File: config.mk
export PLATFORM = sky130hd
export DESIGN_NAME = ldst_watch
export DESIGN_NICKNAME = d
export VERILOG_FILES = /design/src/rtl/watch_pkg.sv /design/src/rtl/watch_regs.sv /design/src/rtl/watch_addr_cmp.sv /design/src/rtl/watch_data_cmp.sv /design/src/rtl/watch_evt_fsm.sv /design/src/rtl/ldst_watch.sv
export SDC_FILE = /design/constraint.sdc
export NUM_CORES = 1
export LEC_CHECK = 0
export ABC_AREA = 1
export BUFFER_PORTS_ARGS = -buffer_cell sky130_fd_sc_hd__buf_2
export CAP_MARGIN = 20
export CELL_PAD_IN_SITES_DETAIL_PLACEMENT = 0
export CELL_PAD_IN_SITES_GLOBAL_PLACEMENT = 2
export CORE_MARGIN = 2
export CORE_UTILIZATION = 34
export CTS_BUF_LIST = sky130_fd_sc_hd__clkbuf_8
export CTS_CLUSTER_DIAMETER = 120
export DETAILED_ROUTE_END_ITERATION = 8
export PLACE_DENSITY = 0.94
export SYNTH_ARGS = -nofsm -noshare
export SYNTH_HDL_FRONTEND = slang
export SYNTH_SLANG_ARGS = --single-unit
File: constraint.sdc
create_clock -name clk -period 3.5 [get_ports clk]
set_clock_uncertainty 0.05 [all_clocks]
set_input_delay 0.525 -clock clk [delete_from_list [all_inputs] [get_ports clk]]
set_output_delay 0.525 -clock clk [all_outputs]
set_load 0.005 [all_outputs]
File: src/rtl/watch_pkg.sv
package watch_pkg;

    localparam logic [1:0] SZ_BYTE = 2'd0;
    localparam logic [1:0] SZ_HALF = 2'd1;

    localparam logic [1:0] WM_BYTE = 2'd0;
    localparam logic [1:0] WM_HALF = 2'd1;

    localparam logic [2:0] C_EQ = 3'd1;
    localparam logic [2:0] C_NE = 3'd2;
    localparam logic [2:0] C_GT = 3'd3;
    localparam logic [2:0] C_LT = 3'd4;

    typedef enum logic [1:0] {
        ST_OFF   = 2'd0,
        ST_ARMED = 2'd1,
        ST_FIRE  = 2'd2
    } evt_state_e;

    // Condition outcome from the three relations; unknown codes mean "off".
    function automatic logic cond_eval(input logic [2:0] c, input logic eq,
                                       input logic gt, input logic lt);
        logic r;
        unique case (c)
            C_EQ:    r = eq;
            C_NE:    r = !eq;
            C_GT:    r = gt;
            C_LT:    r = lt;
            default: r = 1'b1;
        endcase
        return r;
    endfunction

endpackage

File: src/rtl/watch_regs.sv
module watch_regs #(
    parameter int AW = 32,
    parameter int DW = 32,
    parameter int NA = 2,
    parameter int ND = 2,
    parameter int SW = 4
) (
    input  logic                      clk,
    input  logic                      rst,
    input  logic                      cfg_we,
    input  logic [SW-1:0]             cfg_sel,
    input  logic [31:0]               cfg_wdata,
    output logic                      glb_en,
    output logic [NA-1:0][AW-1:0]     a_ref,
    output logic [NA-1:0][2:0]        a_cond,
    output logic [ND-1:0][DW-1:0]     d_ref,
    output logic [ND-1:0][2:0]        d_cond,
    output logic [ND-1:0][1:0]        d_wid,
    output logic [ND-1:0][DW/8-1:0]   d_mask
);
    localparam int NB      = DW / 8;
    localparam int BASE_AR = 1;
    localparam int BASE_AC = BASE_AR + NA;
    localparam int BASE_DR = BASE_AC + NA;
    localparam int BASE_DC = BASE_DR + ND;

    always_ff @(posedge clk) begin
        if (rst) glb_en <= 1'b0;
        else if (cfg_we && cfg_sel == SW'(0)) glb_en <= cfg_wdata[0];
    end

    for (genvar i = 0; i < NA; i++) begin : g_areg
        always_ff @(posedge clk) begin
            if (rst) begin
                a_ref[i]  <= '0;
                a_cond[i] <= 3'd0;
            end else if (cfg_we) begin
                if (cfg_sel == SW'(BASE_AR + i)) a_ref[i]  <= cfg_wdata[AW-1:0];
                if (cfg_sel == SW'(BASE_AC + i)) a_cond[i] <= cfg_wdata[2:0];
            end
        end
    end

    for (genvar j = 0; j < ND; j++) begin : g_dreg
        always_ff @(posedge clk) begin
            if (rst) begin
                d_ref[j]  <= '0;
                d_cond[j] <= 3'd0;
                d_wid[j]  <= 2'd2;
                d_mask[j] <= '0;
            end else if (cfg_we) begin
                if (cfg_sel == SW'(BASE_DR + j)) d_ref[j] <= cfg_wdata[DW-1:0];
                if (cfg_sel == SW'(BASE_DC + j)) begin
                    d_cond[j] <= cfg_wdata[2:0];
                    d_wid[j]  <= cfg_wdata[5:4];
                    d_mask[j] <= cfg_wdata[8 +: NB];
                end
            end
        end
    end

endmodule

File: src/rtl/watch_addr_cmp.sv
module watch_addr_cmp
    import watch_pkg::*;
#(
    parameter int AW = 32
) (
    input  logic          clk,
    input  logic          rst,
    input  logic [AW-1:0] addr,
    input  logic [1:0]    size,
    input  logic [AW-1:0] ref_val,
    input  logic [2:0]    cond,
    output logic          hit
);
    logic [AW-1:0] keep;
    logic [AW-1:0] a_m;
    logic [AW-1:0] r_m;

    always_comb begin
        unique case (size)
            SZ_BYTE: keep = '1;
            SZ_HALF: keep = {{(AW-1){1'b1}}, 1'b0};
            default: keep = {{(AW-2){1'b1}}, 2'b00};
        endcase
        a_m = addr & keep;
        r_m = ref_val & keep;
        hit = cond_eval(cond, a_m == r_m, a_m > r_m, a_m < r_m);
    end

    // a word access matches an equal reference whatever its two low bits
    a_r1_word_low_bits: assert property (@(posedge clk) disable iff (rst)
        (size[1] && cond == C_EQ && addr[AW-1:2] == ref_val[AW-1:2]) |-> hit);

endmodule

File: src/rtl/watch_data_cmp.sv
module watch_data_cmp
    import watch_pkg::*;
#(
    parameter int DW = 32
) (
    input  logic            clk,
    input  logic            rst,
    input  logic [DW-1:0]   data,
    input  logic [DW-1:0]   ref_val,
    input  logic [2:0]      cond,
    input  logic [1:0]      wid,
    input  logic [DW/8-1:0] mask,
    output logic            hit
);
    localparam int NB = DW / 8;
    localparam int NH = NB / 2;

    logic [NB-1:0] byte_ok;
    logic [NH-1:0] half_ok;
    logic          word_ok;

    for (genvar i = 0; i < NB; i++) begin : g_byte
        logic [7:0] dv, rv;
        assign dv = data[8*i +: 8];
        assign rv = ref_val[8*i +: 8];
        assign byte_ok[i] = mask[i] | cond_eval(cond, dv == rv, dv > rv, dv < rv);
    end

    for (genvar k = 0; k < NH; k++) begin : g_half
        logic [15:0] dv, rv;
        assign dv = data[16*k +: 16];
        assign rv = ref_val[16*k +: 16];
        assign half_ok[k] = (mask[2*k] & mask[2*k+1])
                          | cond_eval(cond, dv == rv, dv > rv, dv < rv);
    end

    assign word_ok = cond_eval(cond, data == ref_val, data > ref_val, data < ref_val);

    always_comb begin
        unique case (wid)
            WM_BYTE: hit = &byte_ok;
            WM_HALF: hit = &half_ok;
            default: hit = word_ok;
        endcase
    end

    // a lane mode with every lane excluded never blocks the event
    a_r5_all_masked_pass: assert property (@(posedge clk) disable iff (rst)
        (!wid[1] && &mask) |-> hit);

endmodule

File: src/rtl/watch_evt_fsm.sv
module watch_evt_fsm
    import watch_pkg::*;
(
    input  logic clk,
    input  logic rst,
    input  logic glb_en,
    input  logic acc_valid,
    input  logic match,
    output logic evt
);
    evt_state_e state_q, state_d;

    always_ff @(posedge clk) begin
        if (rst) state_q <= ST_OFF;
        else     state_q <= state_d;
    end

    always_comb begin
        if (!glb_en)                 state_d = ST_OFF;
        else if (acc_valid && match) state_d = ST_FIRE;
        else                         state_d = ST_ARMED;
    end

    always_comb begin
        unique case (state_q)
            ST_FIRE: evt = 1'b1;
            default: evt = 1'b0;
        endcase
    end

    // a qualifying access yields the event on the next cycle
    a_r7_fire_after_hit: assert property (@(posedge clk) disable iff (rst)
        (glb_en && acc_valid && match) |=> evt);
    // no event without an access strobe
    a_r7_quiet_without_valid: assert property (@(posedge clk) disable iff (rst)
        !acc_valid |=> !evt);
    // global enable clear keeps the event low
    a_r8_quiet_when_off: assert property (@(posedge clk) disable iff (rst)
        !glb_en |=> !evt);

endmodule

File: src/rtl/ldst_watch.sv
module ldst_watch
    import watch_pkg::*;
#(
    parameter int AW = 32,
    parameter int DW = 32,
    parameter int NA = 2,
    parameter int ND = 2,
    parameter int SW = 4
) (
    input  logic          clk,
    input  logic          rst,
    input  logic          cfg_we,
    input  logic [SW-1:0] cfg_sel,
    input  logic [31:0]   cfg_wdata,
    input  logic          acc_valid,
    input  logic [AW-1:0] acc_addr,
    input  logic [1:0]    acc_size,
    input  logic [DW-1:0] acc_data,
    output logic          evt
);
    localparam int NB = DW / 8;
    localparam int NH = NB / 2;

    logic                    glb_en;
    logic [NA-1:0][AW-1:0]   a_ref;
    logic [NA-1:0][2:0]      a_cond;
    logic [ND-1:0][DW-1:0]   d_ref;
    logic [ND-1:0][2:0]      d_cond;
    logic [ND-1:0][1:0]      d_wid;
    logic [ND-1:0][NB-1:0]   d_mask;
    logic [DW-1:0]           lanes;
    logic [NA-1:0]           a_hit;
    logic [ND-1:0]           d_hit;
    logic                    match;

    watch_regs #(.AW(AW), .DW(DW), .NA(NA), .ND(ND), .SW(SW)) u_regs (
        .clk(clk), .rst(rst), .cfg_we(cfg_we), .cfg_sel(cfg_sel),
        .cfg_wdata(cfg_wdata), .glb_en(glb_en), .a_ref(a_ref), .a_cond(a_cond),
        .d_ref(d_ref), .d_cond(d_cond), .d_wid(d_wid), .d_mask(d_mask)
    );

    // Spread narrow data over every lane so lane positions match a word access.
    always_comb begin
        unique case (acc_size)
            SZ_BYTE: lanes = {NB{acc_data[7:0]}};
            SZ_HALF: lanes = {NH{acc_data[15:0]}};
            default: lanes = acc_data;
        endcase
    end

    for (genvar i = 0; i < NA; i++) begin : g_acmp
        watch_addr_cmp #(.AW(AW)) u_acmp (
            .clk(clk), .rst(rst), .addr(acc_addr), .size(acc_size),
            .ref_val(a_ref[i]), .cond(a_cond[i]), .hit(a_hit[i])
        );
    end

    for (genvar j = 0; j < ND; j++) begin : g_dcmp
        watch_data_cmp #(.DW(DW)) u_dcmp (
            .clk(clk), .rst(rst), .data(lanes), .ref_val(d_ref[j]),
            .cond(d_cond[j]), .wid(d_wid[j]), .mask(d_mask[j]), .hit(d_hit[j])
        );
    end

    assign match = (&a_hit) & (&d_hit);

    watch_evt_fsm u_fsm (
        .clk(clk), .rst(rst), .glb_en(glb_en), .acc_valid(acc_valid),
        .match(match), .evt(evt)
    );

    // any comparator failing blocks the next-cycle event
    a_r6_and_combine: assert property (@(posedge clk) disable iff (rst)
        (acc_valid && !(&a_hit && &d_hit)) |=> !evt);

endmodule

# == Yosys cells after proc, flatten, opt, wreduce, memory -nomap -nowiden ==
# Index checks and enable logic that the tools add are counted.
# totals
out_inout_bits,1
ramBits,0
n_memories,0
mem_bits_ro,0
latch_bits,0
ff_bits,155
elab_cells,170
input_bits,106
# op_classes
eq_ne,44
n_bitwise,21
order_cmp,32
div_mod_pow,0
add_sub_neg,0
shifts,0
muxes,22
reduce_logical,37
multipliers,0
# op_table
op,count
equality test 32 bit,4
greater-than comparator 32 bit,4
less-than comparator 32 bit,4
AND 32 bit,3
equality test 16 bit,4
equality test 8 bit,8
greater-than comparator 16 bit,4
greater-than comparator 8 bit,8
less-than comparator 16 bit,4
less-than comparator 8 bit,8
case mux 1 bit (4 select lines),16
case mux 32 bit (2 select lines),1
equality test 3 x 2 -> 1 bit (second input constant),8
AND reduction 2 bit,12
equality test 4 x 3 -> 1 bit (second input constant),4
logical NOT 1 bit,16
equality test 3 x 1 -> 1 bit (second input constant),4
equality test 3 bit (second input constant),4
bitwise OR 1 bit,12
equality test 4 x 2 -> 1 bit (second input constant),2
AND reduction 4 bit,2
equality test 2 x 1 -> 1 bit (second input constant),3
logical NOT 2 bit,3
AND 1 bit,5
11 further kinds,13

# == Logic depth before layout (Yosys ltp) ==
# logic_depth
word_depth,12
depth_mapped,28
depth_no_buf,28

# == Hierarchy ==
# Synthesis repeated with hierarchy kept, for this count alone.
# hier_totals
hier_cells,1805
hier_area_um2,11121.9
# modules_own_cells
module,seq_area_each_um2,cells_per_inst,area_per_inst_um2,instances
watch_regs,3062.9,879,6004.5,1
watch_data_cmp,0.0,256,1382.6,2
watch_addr_cmp,0.0,161,945.9,2
ldst_watch,0.0,82,385.4,1
watch_evt_fsm,40.0,10,75.1,1

# == Worst setup path before layout ==
# Ideal clock, no wire load.
# synth_path
path_kind,input-to-reg
from,in acc_size[1]
to,reg u_fsm.state_q[0]
t_arrival_ps,2717
setup_time_ps,56
path_slack_ps,677
stages,19
path_cell_list,buf_2 -> clkinv_1 -> nand2_1 -> nor2_1 -> nor3_1 -> ha_1 -> a21o_1 -> nand2_1 -> nand2_1 -> a21oi_1 -> and2_1 -> nand2_1 -> nand2_1 -> nand3_1 -> a21oi_1 -> nand2_1 -> nand3_2 -> nand2_1 -> inv_1
# synth_via
elab_chain_cells,12
elab_cells_between_ends,98
# synth_lines
item,line_no,source
"start, declared",ldst_watch.sv:17,"input logic [1:0] acc_size,"
branches (longest 9 deep; another with less-than comparator 16 bit),n/a,
AND 1 bit (*),ldst_watch.sv:65,assign match = (&a_hit) & (&d_hit);
logical AND 1 bit (*),watch_evt_fsm.sv:20,else if (acc_valid && match) state_d = ST_FIRE;
two-way mux 2 bit (*),watch_evt_fsm.sv:20,
"end signal, assigned",watch_evt_fsm.sv:15,else state_q <= state_d;
"end, declared",watch_evt_fsm.sv:11,"evt_state_e state_q, state_d;"
# Every way passes the cells marked *.
# A chain may end at the register's enable or synchronous reset.

# == Worst setup path in the final report ==
# Ends and elaborated chain as after synthesis.

==> reports/results.ini <==
[run_status]
status=finished clean

[final_layout]
final_cell_mix=nand2_1, inv_1, a21oi_1
fill_cells=3125
final_util_pct=39.2
fin_cells=1918
drive_above_1_share_pct=12.5
antennaDiodeCount=0
area_growth_pct=13.1
finalInstanceArea_um2=11200
nets=1761
final_common_cell=nand2_1

[synthesis]
synth_largest_area_cell=dfxtp_1
synthTopCellsByArea=dfxtp_1, ha_1, a21oi_1, nand2_1, o21ai_0
synth_warnings=0
seq_area_frac_synth_pct=31.2
ys_types=38
synthCells=1433
synth.cell_area_um2=9940
ys_ff_latch=155
syn-mean-instance-area_um2=6.93
syn_nets=1673
netlist.area_leader.share_pct=31.2

[global_routing]
grt.total_usage_pct=19.7
antenna_found_initial=0
grt_pass1_wl_mm=47.0
grt_pass1_vias=8907
grt_max_degree=123
grt.overflow.total=0

[min_path]
hold_class=input pin to flop

[flow_run]
drv_cap=0

[floorplan]
core_um2=28700
die_h_um=175
rows=62
die-area_um2=30600
io_pins=107
start_util_pct=34.6
die_w_um=175

[clock_tree]
post_cts_resized=0
h-tree-depth=4
cts_tree=built
cts_num_sinks=155
path_clk_slew_ps=90
insertion_delay_ps=460
cts_buffers=17
root_buffer=clkbuf_8
post-cts-setup-buffer-count=0
cts_buffer_depth=2
ctsHoldBuffers=0

[critical_path]
end_kind=flop
path_max_fanout=9
worst_setup_path_start_kind=input pin
path_class=input pin to flop
arrival_ps=3030
required_ps=3810

[drt]
viasPerCell=4.82
wl_per_cell_um=15.4
drt_wl_total_mm=29.6
num_vias=9245
drt_pass1_iterations=5
drc=0
antenna_left=0
drt_iter0_markers=452

[power]
power.density_nw_per_um2=350
power.leakage_nw=4.82
vdd_drop_max_mv=0.202
seq_power_share_pct=46.1
p_int_mw=2.72
p_sw_share_pct=30.9
power_frac_comb_pct=18.2
switchingPower_mw=1.22
p_clk_share_pct=35.7

[place]
routabilityCongestion=0.949
dp.cells=1886
placed_area_um2=10800
dp_hpwl_mm=23.3
portBuffers=106

[timing]
drv_slew=0
finalSetupTns_ps=0
period_needed_ps=2720
tightest_slew_ps=1010
hold_viol_final=0
finalSetupViolations=0
max_freq_mhz=368
rsz0062_at_grt=no
maxSlewHeadroom_pct=32.9
fin_crit_sh_pct=77.6

-- cell families (layout without fill, tap and decap cells) --
group | Yosys count | after routing | share of synthesized area [%]
and+or+nand+nor | 459 | 459 | 20.2
AOI/OAI and AO/OA | 408 | 408 | 21.1
buffers and inverters | 277 | 378 | 10.6
DFF | 155 | 155 | 31.2
adders and majority gates | 134 | 134 | 16.9
-- cell usage after synthesis (all sizes together) --
cell and n:
nand4 12, dfxtp 155, buf 3, nor3 12, a211oi 2, a21oi 208
nand2 238, nand3b 2, o21ai 175, clkbuf 43, o21bai 5, ha 134
clkinv 4, nor4 1, o22ai 5, a21o 7, nor2 148, nand3 42
a21boi 1, or2 3, inv 227, o21a 3, and2 1, o211ai 2
-- stage by stage --
stage	power [mW]	hold slack (ps)	worst slack [ps]
3_5_place_dp	2.57	398	315
3_3_place_gp	2.56	391	343
5_1_grt	4.16	315	384
4_1_cts	3.98	292	808
6_report	3.94	317	782
2_1_floorplan	2.31	380	677
-- state kept, by name (all words and copies together) (netlist names) --
signal,count
u_fsm.state_q,2
u_regs.a_cond,6
u_regs.a_ref,64
u_regs.d_cond,6
u_regs.d_mask,8
u_regs.d_ref,64
u_regs.d_wid,4
u_regs.glb_en,1
-- power groups by stage --
stage          sequential, mW  clock, mW  combinational [mW]
6_report                 1.81       1.40               0.716
4_1_cts                  1.81       1.45               0.722
3_5_place_dp             1.86          0               0.717
3_3_place_gp             1.86          0               0.706
2_1_floorplan            1.85          0               0.456
5_1_grt                  1.82       1.52               0.827
-- routing by layer --
layer,part of all wire [%],GRT usage [%],routed length (um)
met1,48,26.0,14000
met2,46,32.7,13600
met3,3.4,2.98,1020
met4,3.1,7.22,903
met5,0,0,0
-- path summary, 6_finish.rpt --
path	start	to	slack, ps	cells past startpoint
max reg2reg	u_regs.a_ref[22]	u_fsm.state_q[0]	1060	15
min reg2reg	u_regs.a_ref[32]	u_regs.a_ref[32]	410	2
max	acc_size[1]	u_fsm.state_q[0]	780	25
min	rst	u_regs.d_wid[1]	320	3
-- layout make-up --
type                       instances  area, um^2  area share, %
clock inverter                    14         144           1.28
sequential                       155        3100           27.6
tap                              384         480           4.28
clock buffer                      18         248           2.20
multi-input combinational       1001        5780           51.5
inverter                         231         867           7.72
timing repair buffer             115         611           5.43
-- worst max-delay path, cell delays in order --
cell and delay (ps):
buf_2 150, nor2_2 130, clkinv_1 220, nor2_1 150, inv_1 60, o21ai_0 170
inv_1 130, ha_1 290, nand2_1 50, nor2_1 100, nand2_1 100, inv_1 90
nand2_1 70, nor2_1 160, a21oi_1 70, nand2_1 70, inv_1 30, nand2_1 50
nand3_1 60, nand2_1 60, nand2_1 50, nand2_1 70, nand3_2 80, nand2_1 70
inv_1 30
(Power assumes the default switching activity.)
